<file path="src/rtl/vidstream_pkg.sv">
package vidstream_pkg;

    typedef enum logic [1:0] {
        SEG_EAV    = 2'd0,
        SEG_HBLANK = 2'd1,
        SEG_SAV    = 2'd2,
        SEG_ACTIVE = 2'd3
    } seg_e;

    typedef struct packed {
        logic [7:0] cb;
        logic [7:0] y0;
        logic [7:0] cr;
        logic [7:0] y1;
    } pair_t;

    localparam logic [7:0] LUMA_BLACK   = 8'h10;
    localparam logic [7:0] CHROMA_ZERO  = 8'h80;
    localparam logic [7:0] MARK_FIRST   = 8'hFF;
    localparam logic [7:0] MARK_MIDDLE  = 8'h00;
    localparam int         MARK_WORDS   = 4;

    localparam pair_t BLACK_PAIR = '{cb: CHROMA_ZERO, y0: LUMA_BLACK,
                                     cr: CHROMA_ZERO, y1: LUMA_BLACK};

    function automatic logic [7:0] mark_code(input logic f, input logic v, input logic h);
        return {1'b1, f, v, h, v ^ h, f ^ h, f ^ v, f ^ v ^ h};
    endfunction

endpackage

</file>
<file path="src/rtl/vidstream_timing.sv">
module vidstream_timing
    import vidstream_pkg::*;
#(
    parameter int HBLANK_WORDS = 268,
    parameter int ACTIVE_PAIRS = 360,
    parameter int TOTAL_LINES  = 525,
    parameter int F1_FIRST     = 4,
    parameter int ACT1_FIRST   = 20,
    parameter int BLK2_FIRST   = 264,
    parameter int F2_FIRST     = 266,
    parameter int ACT2_FIRST   = 283,
    localparam int LINE_WORDS  = 2 * MARK_WORDS + HBLANK_WORDS + 4 * ACTIVE_PAIRS,
    localparam int HW          = $clog2(LINE_WORDS),
    localparam int LNW         = $clog2(TOTAL_LINES + 1)
) (
    input  logic           clk,
    input  logic           rst,
    output seg_e           seg,
    output logic [1:0]     seg_idx,
    output logic [LNW-1:0] line,
    output logic           fld,
    output logic           vbl
);
    localparam logic [HW-1:0] SAV_AT  = HW'(MARK_WORDS + HBLANK_WORDS);
    localparam logic [HW-1:0] ACT_AT  = HW'(2 * MARK_WORDS + HBLANK_WORDS);
    localparam logic [HW-1:0] HBL_AT  = HW'(MARK_WORDS);
    localparam logic [HW-1:0] LAST_W  = HW'(LINE_WORDS - 1);

    logic [HW-1:0] hcnt;

    always_ff @(posedge clk) begin
        if (rst) begin
            hcnt <= '0;
            line <= LNW'(1);
        end else if (hcnt == LAST_W) begin
            hcnt <= '0;
            line <= (line == LNW'(TOTAL_LINES)) ? LNW'(1) : line + LNW'(1);
        end else begin
            hcnt <= hcnt + HW'(1);
        end
    end

    always_comb begin
        if (hcnt < HBL_AT) begin
            seg     = SEG_EAV;
            seg_idx = 2'(hcnt);
        end else if (hcnt < SAV_AT) begin
            seg     = SEG_HBLANK;
            seg_idx = 2'(hcnt - HBL_AT);
        end else if (hcnt < ACT_AT) begin
            seg     = SEG_SAV;
            seg_idx = 2'(hcnt - SAV_AT);
        end else begin
            seg     = SEG_ACTIVE;
            seg_idx = 2'(hcnt - ACT_AT);
        end
    end

    assign fld = (line >= LNW'(F2_FIRST)) || (line < LNW'(F1_FIRST));
    assign vbl = (line < LNW'(ACT1_FIRST)) ||
                 ((line >= LNW'(BLK2_FIRST)) && (line < LNW'(ACT2_FIRST)));

endmodule

</file>
<file path="src/rtl/vidstream_word.sv">
module vidstream_word
    import vidstream_pkg::*;
(
    input  logic       clk,
    input  logic       rst,
    input  seg_e       seg,
    input  logic [1:0] seg_idx,
    input  logic       fld,
    input  logic       vbl,
    input  logic       px_valid,
    input  pair_t      px_pair,
    output logic       take,
    output logic       starve,
    output logic [7:0] word
);
    pair_t held;

    assign take   = (seg == SEG_ACTIVE) && !vbl && (seg_idx == 2'd0);
    assign starve = take && !px_valid;

    always_ff @(posedge clk) begin
        if (rst)
            held <= BLACK_PAIR;
        else if (take)
            held <= px_valid ? px_pair : BLACK_PAIR;
    end

    always_comb begin
        word = CHROMA_ZERO;
        case (seg)
            SEG_EAV, SEG_SAV: begin
                case (seg_idx)
                    2'd0:    word = MARK_FIRST;
                    2'd3:    word = mark_code(fld, vbl, seg == SEG_EAV);
                    default: word = MARK_MIDDLE;
                endcase
            end
            SEG_HBLANK: word = seg_idx[0] ? LUMA_BLACK : CHROMA_ZERO;
            SEG_ACTIVE: begin
                if (vbl) begin
                    word = seg_idx[0] ? LUMA_BLACK : CHROMA_ZERO;
                end else begin
                    case (seg_idx)
                        2'd0:    word = px_valid ? px_pair.cb : CHROMA_ZERO;
                        2'd1:    word = held.y0;
                        2'd2:    word = held.cr;
                        default: word = held.y1;
                    endcase
                end
            end
            default: word = CHROMA_ZERO;
        endcase
    end

endmodule

</file>
<file path="src/rtl/vidstream_gen.sv">
module vidstream_gen
    import vidstream_pkg::*;
#(
    parameter int HBLANK_WORDS = 268,
    parameter int ACTIVE_PAIRS = 360,
    parameter int TOTAL_LINES  = 525,
    parameter int F1_FIRST     = 4,
    parameter int ACT1_FIRST   = 20,
    parameter int BLK2_FIRST   = 264,
    parameter int F2_FIRST     = 266,
    parameter int ACT2_FIRST   = 283,
    localparam int LNW         = $clog2(TOTAL_LINES + 1)
) (
    input  logic           clk,
    input  logic           rst,
    input  logic           px_valid,
    input  logic [7:0]     px_cb,
    input  logic [7:0]     px_y0,
    input  logic [7:0]     px_cr,
    input  logic [7:0]     px_y1,
    output logic           px_ready,
    output logic [7:0]     vid_data,
    output logic [LNW-1:0] vid_line,
    output logic           vid_field,
    output logic           px_underrun
);
    seg_e           seg;
    logic [1:0]     seg_idx;
    logic [LNW-1:0] line;
    logic           fld;
    logic           vbl;
    logic           take;
    logic           starve;
    logic [7:0]     word;
    pair_t          pair_in;

    assign pair_in = '{cb: px_cb, y0: px_y0, cr: px_cr, y1: px_y1};

    vidstream_timing #(
        .HBLANK_WORDS(HBLANK_WORDS), .ACTIVE_PAIRS(ACTIVE_PAIRS),
        .TOTAL_LINES(TOTAL_LINES),   .F1_FIRST(F1_FIRST),
        .ACT1_FIRST(ACT1_FIRST),     .BLK2_FIRST(BLK2_FIRST),
        .F2_FIRST(F2_FIRST),         .ACT2_FIRST(ACT2_FIRST)
    ) timing_i (
        .clk(clk), .rst(rst), .seg(seg), .seg_idx(seg_idx),
        .line(line), .fld(fld), .vbl(vbl)
    );

    vidstream_word word_i (
        .clk(clk), .rst(rst), .seg(seg), .seg_idx(seg_idx),
        .fld(fld), .vbl(vbl), .px_valid(px_valid), .px_pair(pair_in),
        .take(take), .starve(starve), .word(word)
    );

    assign px_ready = take && !rst;

    always_ff @(posedge clk) begin
        if (rst) begin
            vid_data    <= CHROMA_ZERO;
            vid_line    <= LNW'(1);
            vid_field   <= 1'b0;
            px_underrun <= 1'b0;
        end else begin
            vid_data    <= word;
            vid_line    <= line;
            vid_field   <= fld;
            px_underrun <= starve;
        end
    end

endmodule

</file>
<file path="config.mk">
export PLATFORM = sky130hd
export DESIGN_NAME = vidstream_gen
export DESIGN_NICKNAME = d
export VERILOG_FILES = /design/src/rtl/vidstream_pkg.sv /design/src/rtl/vidstream_timing.sv /design/src/rtl/vidstream_word.sv /design/src/rtl/vidstream_gen.sv
export SDC_FILE = /design/constraint.sdc
export NUM_CORES = 1
export LEC_CHECK = 0
export BUFFER_PORTS_ARGS = -buffer_cell sky130_fd_sc_hd__buf_2
export CAP_MARGIN = 0
export CORE_ASPECT_RATIO = 0.75
export CORE_UTILIZATION = 35
export CTS_CLUSTER_SIZE = 20
export DETAILED_ROUTE_END_ITERATION = 6
export PLACE_DENSITY = 0.51
export SYNTH_ARGS = -nofsm -noshare
export SYNTH_HDL_FRONTEND = slang
export SYNTH_SLANG_ARGS = --single-unit
</file>
<file path="constraint.sdc">
create_clock -name clk -period 4.7 [get_ports clk]
set_clock_uncertainty 0.2 [all_clocks]
set_input_delay 0.705 -clock clk [delete_from_list [all_inputs] [get_ports clk]]
set_output_delay 0.705 -clock clk [all_outputs]
set_load 0.05 [all_outputs]
</file>
# Yosys cells after proc, flatten, opt, wreduce, memory -nomap -nowiden
# Cells that the tools add are included.
op_classes:
  n_addsub: 5
  order_cmp: 8
  n_eq_ne: 8
  mux: 14
  bitwise: 4
  reduce_logical: 14
op_table:
  columns: ["operator", "count"]
  rows:
  - ["8-bit case mux with 3 select lines", 2]
  - ["24-bit 2-to-1 mux", 1]
  - ["8-bit 2-to-1 mux", 3]
  - ["11-bit by 9-bit < comparator with 1-bit output (second input constant)", 2]
  - ["10-bit by 9-bit >= comparator with 1-bit output (second input constant)", 2]
  - ["8-bit case mux with 2 select lines", 1]
  - ["11-bit by 1-bit adder with 11-bit output (second input constant)", 1]
  - ["11-bit equality test (second input constant)", 1]
  - ["11-bit by 3-bit < comparator with 1-bit output (second input constant)", 1]
  - ["10-bit by 1-bit adder with 10-bit output (second input constant)", 1]
  - ["10-bit equality test (second input constant)", 1]
  - ["10-bit by 3-bit < comparator with 1-bit output (second input constant)", 1]
  - ["10-bit by 5-bit < comparator with 1-bit output (second input constant)", 1]
  - ["10-bit by 9-bit < comparator with 1-bit output (second input constant)", 1]
  - ["10-bit 2-to-1 mux", 1]
  - ["2-bit 2-to-1 mux", 5]
  - ["2-bit equality test (second input constant)", 4]
  - ["2-bit by 1-bit subtractor with 2-bit output (second input constant)", 3]
  - ["1-bit logical AND", 5]
  - ["2-bit by 1-bit equality test with 1-bit output (second input constant)", 2]
  - ["2-bit logical NOT", 2]
  - ["2-bit OR reduction", 2]
  - ["1-bit XOR", 4]
  - ["1-bit logical NOT", 3]
  - ["2 further kinds", 3]
word_totals:
  reg_bits: 65
  input_bits: 35
  output_inout_bits: 21
  word_cells: 62

# Depth between registers and ports, before layout
logic_depth:
  ltp_word: 8
  ltp_mapped: 8

# Cells and area by module
# Synthesis repeated with hierarchy kept, for this count alone.
unflattened:
  cells_unflattened: 362
  area_unflattened_um2: 3093.0
modules_own_cells:
  columns: ["mod", "instances", "cells_per_inst", "area_each_um2", "seq_area_each_um2"]
  rows:
  - ["vidstream_word", 1, 180, 1403.8, 480.5]
  - ["vidstream_timing", 1, 139, 1141.1, 420.4]
  - ["vidstream_gen", 1, 43, 548.0, 400.4]

# Least setup slack after synthesis
# OpenSTA, ideal clock, no wires.
synth_path:
  path_kind: "flip-flop to output port"
  from: "register timing_i.line[0]"
  to: "output px_ready"
  t_arrival_ns: 2.276
  required_time_ns: 3.795
  setup_slack_ns: 1.519
  path_stages_with_launch: 8
  path_buffers: 1
  path_cell_list: "dfxtp_1 -> ha_1 -> nand3b_1 -> a21oi_1 -> o21ai_1 -> nand3_1 -> clkbuf_1 -> nor2_1"
synth_between:
  elab_chain_len: 7
  word_cells_on_any_way: 9
  cone_classes: "order compare: 3; reduce/logical: 6"
synth_lines:
  columns: ["element", "line_no", "text"]
  rows:
  - ["from (decl)", "vidstream_timing.sv:20", "output logic [LNW-1:0] line,"]
  - ["from (signal assigned)", "vidstream_timing.sv:37", "line <= (line == LNW'(TOTAL_LINES)) ? LNW'(1) : line + LNW'(1);"]
  - ["10-bit by 9-bit >= comparator with 1-bit output / 10-bit by 9-bit < comparator with 1-bit output (equally long branches)", "vidstream_timing.sv:61", "((line >= LNW'(BLK2_FIRST)) && (line < LNW'(ACT2_FIRST)));"]
  - ["1-bit logical AND", "vidstream_timing.sv:61", null]
  - ["1-bit logical OR *", "vidstream_timing.sv:60", "assign vbl = (line < LNW'(ACT1_FIRST)) ||"]
  - ["1-bit logical NOT *", "vidstream_word.sv:18", "assign take = (seg == SEG_ACTIVE) && !vbl && (seg_idx == 2'd0);"]
  - ["1-bit logical AND * (2 in a row)", "vidstream_word.sv:18", null]
  - ["1-bit logical AND *", "vidstream_gen.sv:55", "assign px_ready = take && !rst;"]
  - ["to (decl)", "vidstream_gen.sv:21", "output logic px_ready,"]
# Every way passes the cells marked *; elsewhere a longest branch is shown, timed or not.

# Worst setup path after layout
# Same ends and word-level chain as after synthesis.

==> qor.csv <==
metric,value,unit
"arithmetic-cell share of the synthesized area counting full adders, half adders and majority gates",3.015,%
GR Overflow Total,0,
endpoint required time on the critical path,3.80,ns
LEAKAGE,1.434,nW
H-tree levels,3,
count of hold buffers inserted by post-cts repair,0,
Rel. slew slack,40.20,%
drt first-iter violations,158,
total design power,1.176,mW
count of antenna-violating nets left after detailed routing,0,
Vias,2494,
Mapped Avg Cell Area,8.725,um^2
result of the run,"finished, final reports clean",
DP Worst Slack,1.714,ns
final setup violation count,0,
synthesized cell area,2905,um^2
number of optimization iterations in the first detailed-route pass,6,
path category of the worst min-delay check,flop to flop,
met2 Usage GRT,23.29,%
insertion delay of the later-clocked pin in the worst-skew pair,0.34,ns
fin worst setup slack,1.322,ns
Die Wd,107.2,um
post-synthesis net count,375,
peak fanout along the critical path,24,
ports placed on the boundary,56,
global routing usage summed across all routing layers,17.65,%
crit path kind,flop to primary output,
Core Footprint,7953,um^2
post-synthesis cell type count,43,
number of pins exceeding their max-slew limit in the final report,0,
share of the yosys chip area belonging to registers,44.79,%
Yosys warning count,0,
HPWL Detailed,5069,um
main combinational cell family by area after synthesis,simple AND/OR/NAND/NOR gates,
clock-pin slew of the registers on the worst-case setup and hold paths,0.06,ns
CTS sink cnt,65,
post-route minimum period,3.378,ns
share of the synthesized area in compound gates (AO/OA/AOI/OAI),17.83,%
Tcrit/Tclk final,71.88,%
Synth Area in XOR/XNOR,6.934,%
crit end category,primary output,
Fmax,0.2960,GHz
Buf/Inv on CP,2,
die height,80.90,um
max_cap viols,0,
CP arrival,2.47,ns
cells traversed along the worst timing path,ha_1 > nand3b_1 > a21oi_1 > o21ai_1 > nand3_1 > buf_4 > nor2_1 > buf_2,
met1 track utilization from global routing,26.56,%
simple logic cell fraction of the synthesized area,22.22,%
hold violation count in the final report,0,
initial antenna violation count,0,
gp weighted congestion,0.8393,
highest cell delay on the worst timing path,0.48,ns
number of global-route vias before repair,2254,
average vias per placed instance,5.111,
Storage cell area,1301,um^2
pin count of the biggest net entering global routing,26,
total DRC errors in the routed layout,0,
number of cell rows,28,
Final Util,43.22,%
number of synthesized flops with an enable pin,0,
critical path startpoint category,flop,
highest-delay cell along the critical path,sky130_fd_sc_hd__o21ai_1,
number of buffers inserted by post-CTS setup repair,0,
TritonCTS clock tree,yes,
wire per inst,14.62,um
CTS Root Cell,sky130_fd_sc_hd__clkbuf_8,
wire length of the first global-routing pass,11560,um
effective utilization at floorplan,36.53,%
Final #Nets,421,
global routing's busiest layer,met1,
cells after synthesis,333,
Worst Max-Slew Pin Slew,0.8970,ns
largest vdd supply drop,159.1,uV
total power per unit cell area,342.2,nW/um^2
filler cell count in the final layout,823,
asr flop ratio synth,0,%
footprint of the multi-input gates,1463,um^2
mux cell area share after synthesis,0.3445,%
leading register cell type out of synthesis,sky130_fd_sc_hd__dfxtp_1,
synthesized flop and latch total,65,
total length of routed wires,7133,um
CTS-repair resized insts,0,
TritonCTS buffer count,9,
met3 usage in global routing,5.618,%
unrepaired setup endpoints after global routing,no,
synthesis-to-finish area growth,18.30,%
Total Negative Setup Slacks,0,ns
area of the die,8673,um^2
post-route worst hold slack,0.3035,ns
Antenna Cells,0,
Port Buf Inserts,55,
fraction of layout cells with a size suffix above 1,20.37,%
Longest Clk Path Bufs,2,
Top Family by Delay on Critical Path,compound AO/OA/AOI/OAI gates,
## per-layer routing
metal	wire, um	part of all wire, %	vias to the layer above
met3	444	6.2	8
met5	0	0	-
li1	-	-	1248
met2	2765	39	76
met1	3854	54	1162
met4	68	0.95	0
## flip-flops by register name, indices dropped and copies added, names as in the netlist
name and cells:
word_i.held 24, timing_i.hcnt 11, vid_data 8, px_underrun 1, timing_i.line 10, vid_line 10
vid_field 1
## cell usage after synthesis, types with 2 or more instances
cell type | instances | area share [%]
sky130_fd_sc_hd__o211ai_1 | 2 | 0.52
sky130_fd_sc_hd__nor3_1 | 6 | 1.0
sky130_fd_sc_hd__a221o_1 | 3 | 1.0
sky130_fd_sc_hd__nand3_1 | 7 | 1.2
sky130_fd_sc_hd__a22oi_1 | 22 | 5.7
sky130_fd_sc_hd__nor2_1 | 54 | 7.0
sky130_fd_sc_hd__nand2_1 | 24 | 3.1
sky130_fd_sc_hd__dfxtp_1 | 65 | 45
sky130_fd_sc_hd__a211oi_1 | 3 | 0.78
sky130_fd_sc_hd__xnor2_1 | 12 | 3.6
sky130_fd_sc_hd__nor2b_1 | 12 | 2.6
sky130_fd_sc_hd__o21ai_0 | 5 | 0.86
sky130_fd_sc_hd__inv_1 | 13 | 1.7
sky130_fd_sc_hd__o21a_1 | 3 | 0.78
sky130_fd_sc_hd__a21oi_1 | 10 | 1.7
sky130_fd_sc_hd__clkbuf_1 | 18 | 2.3
sky130_fd_sc_hd__and3_1 | 10 | 2.2
sky130_fd_sc_hd__a221oi_1 | 6 | 1.8
sky130_fd_sc_hd__nand4bb_1 | 2 | 0.78
sky130_fd_sc_hd__xor2_1 | 11 | 3.3
sky130_fd_sc_hd__or3_1 | 2 | 0.43
sky130_fd_sc_hd__buf_2 | 5 | 0.86
sky130_fd_sc_hd__ha_1 | 7 | 3.0
sky130_fd_sc_hd__or4_4 | 2 | 0.78
sky130_fd_sc_hd__o21ai_1 | 4 | 0.69
sky130_fd_sc_hd__a222oi_1 | 4 | 1.4
sky130_fd_sc_hd__or2_2 | 2 | 0.43
sky130_fd_sc_hd__and2_1 | 3 | 0.65
sky130_fd_sc_hd__o32a_1 | 2 | 0.69
## layout by cell type (no fill, tap or decap), types with 2 or more instances in the layout
master,netlist,layout
sky130_fd_sc_hd__o211ai_1,2,2
sky130_fd_sc_hd__nor2b_1,12,12
sky130_fd_sc_hd__xnor2_1,12,12
sky130_fd_sc_hd__ha_1,7,7
sky130_fd_sc_hd__clkinv_2,0,2
sky130_fd_sc_hd__nor2_1,54,54
sky130_fd_sc_hd__and2_1,3,3
sky130_fd_sc_hd__o21ai_1,4,4
sky130_fd_sc_hd__dfxtp_1,65,65
sky130_fd_sc_hd__nand2_1,24,24
sky130_fd_sc_hd__nand3_1,7,7
sky130_fd_sc_hd__or4_4,2,2
sky130_fd_sc_hd__a211oi_1,3,3
sky130_fd_sc_hd__a21oi_1,10,10
sky130_fd_sc_hd__a221o_1,3,3
sky130_fd_sc_hd__clkbuf_8,0,11
sky130_fd_sc_hd__a22oi_1,22,22
sky130_fd_sc_hd__a221oi_1,6,6
sky130_fd_sc_hd__or2_2,2,2
sky130_fd_sc_hd__or3_1,2,2
sky130_fd_sc_hd__a222oi_1,4,4
sky130_fd_sc_hd__buf_4,0,3
sky130_fd_sc_hd__o21a_1,3,3
sky130_fd_sc_hd__o21ai_0,5,5
sky130_fd_sc_hd__inv_1,13,13
sky130_fd_sc_hd__nand4bb_1,2,2
sky130_fd_sc_hd__buf_2,5,55
sky130_fd_sc_hd__o32a_1,2,2
sky130_fd_sc_hd__and3_1,10,10
sky130_fd_sc_hd__nor3_1,6,6
sky130_fd_sc_hd__xor2_1,11,11
## cell type report
cell class	instances	share of cell area [%]
Clock inverter	3	1.165
Tap cell	105	3.822
Multi-Input combinational cell	232	42.56
Inverter	13	1.420
Sequential cell	65	37.86
Timing Repair Buffer	58	8.664
Clock buffer	12	4.514
## cell families (layout without fill, tap and decap cells)
family,after synthesis,after routing
simple gates,131,131
fa+ha+maj,7,7
xor+xnor,23,23
mux,1,1
flops,65,65
buf+inv,36,86
compound gates,70,70
## metrics by stage
stage / instances / instance area, um^2
2_1_floorplan: 333 / 2905
3_3_place_gp: 473 / 3242
3_5_place_dp: 473 / 3242
4_1_cts: 488 / 3437
5_1_grt: 488 / 3437
6_report: 488 / 3437
## path summary, 6_finish.rpt
| check | startpoint | to | slack, ns | cells past startpoint |
|---|---|---|---|---|
| worst min-delay path | timing_i.hcnt[0]$_SDFF_PP0_ | timing_i.hcnt[0]$_SDFF_PP0_ | 0.30 | 1 |
| worst max-delay path | timing_i.line[0]$_SDFFE_PP1P_ | px_ready | 1.32 | 8 |
| worst min register to register | timing_i.hcnt[0]$_SDFF_PP0_ | timing_i.hcnt[0]$_SDFF_PP0_ | 0.30 | 1 |
| worst max register to register | timing_i.hcnt[0]$_SDFF_PP0_ | vid_data[1]$_SDFF_PP0_ | 1.94 | 7 |
## power breakdown
part / total, mW / internal (mW) / switching, mW
sequential: 0.567 / 0.562 / 0.00487
clock: 0.480 / 0.270 / 0.211
combinational: 0.129 / 0.0411 / 0.0882
total: 1.18 / 0.872 / 0.304
Note: power is estimated with default switching activity, not from simulation.
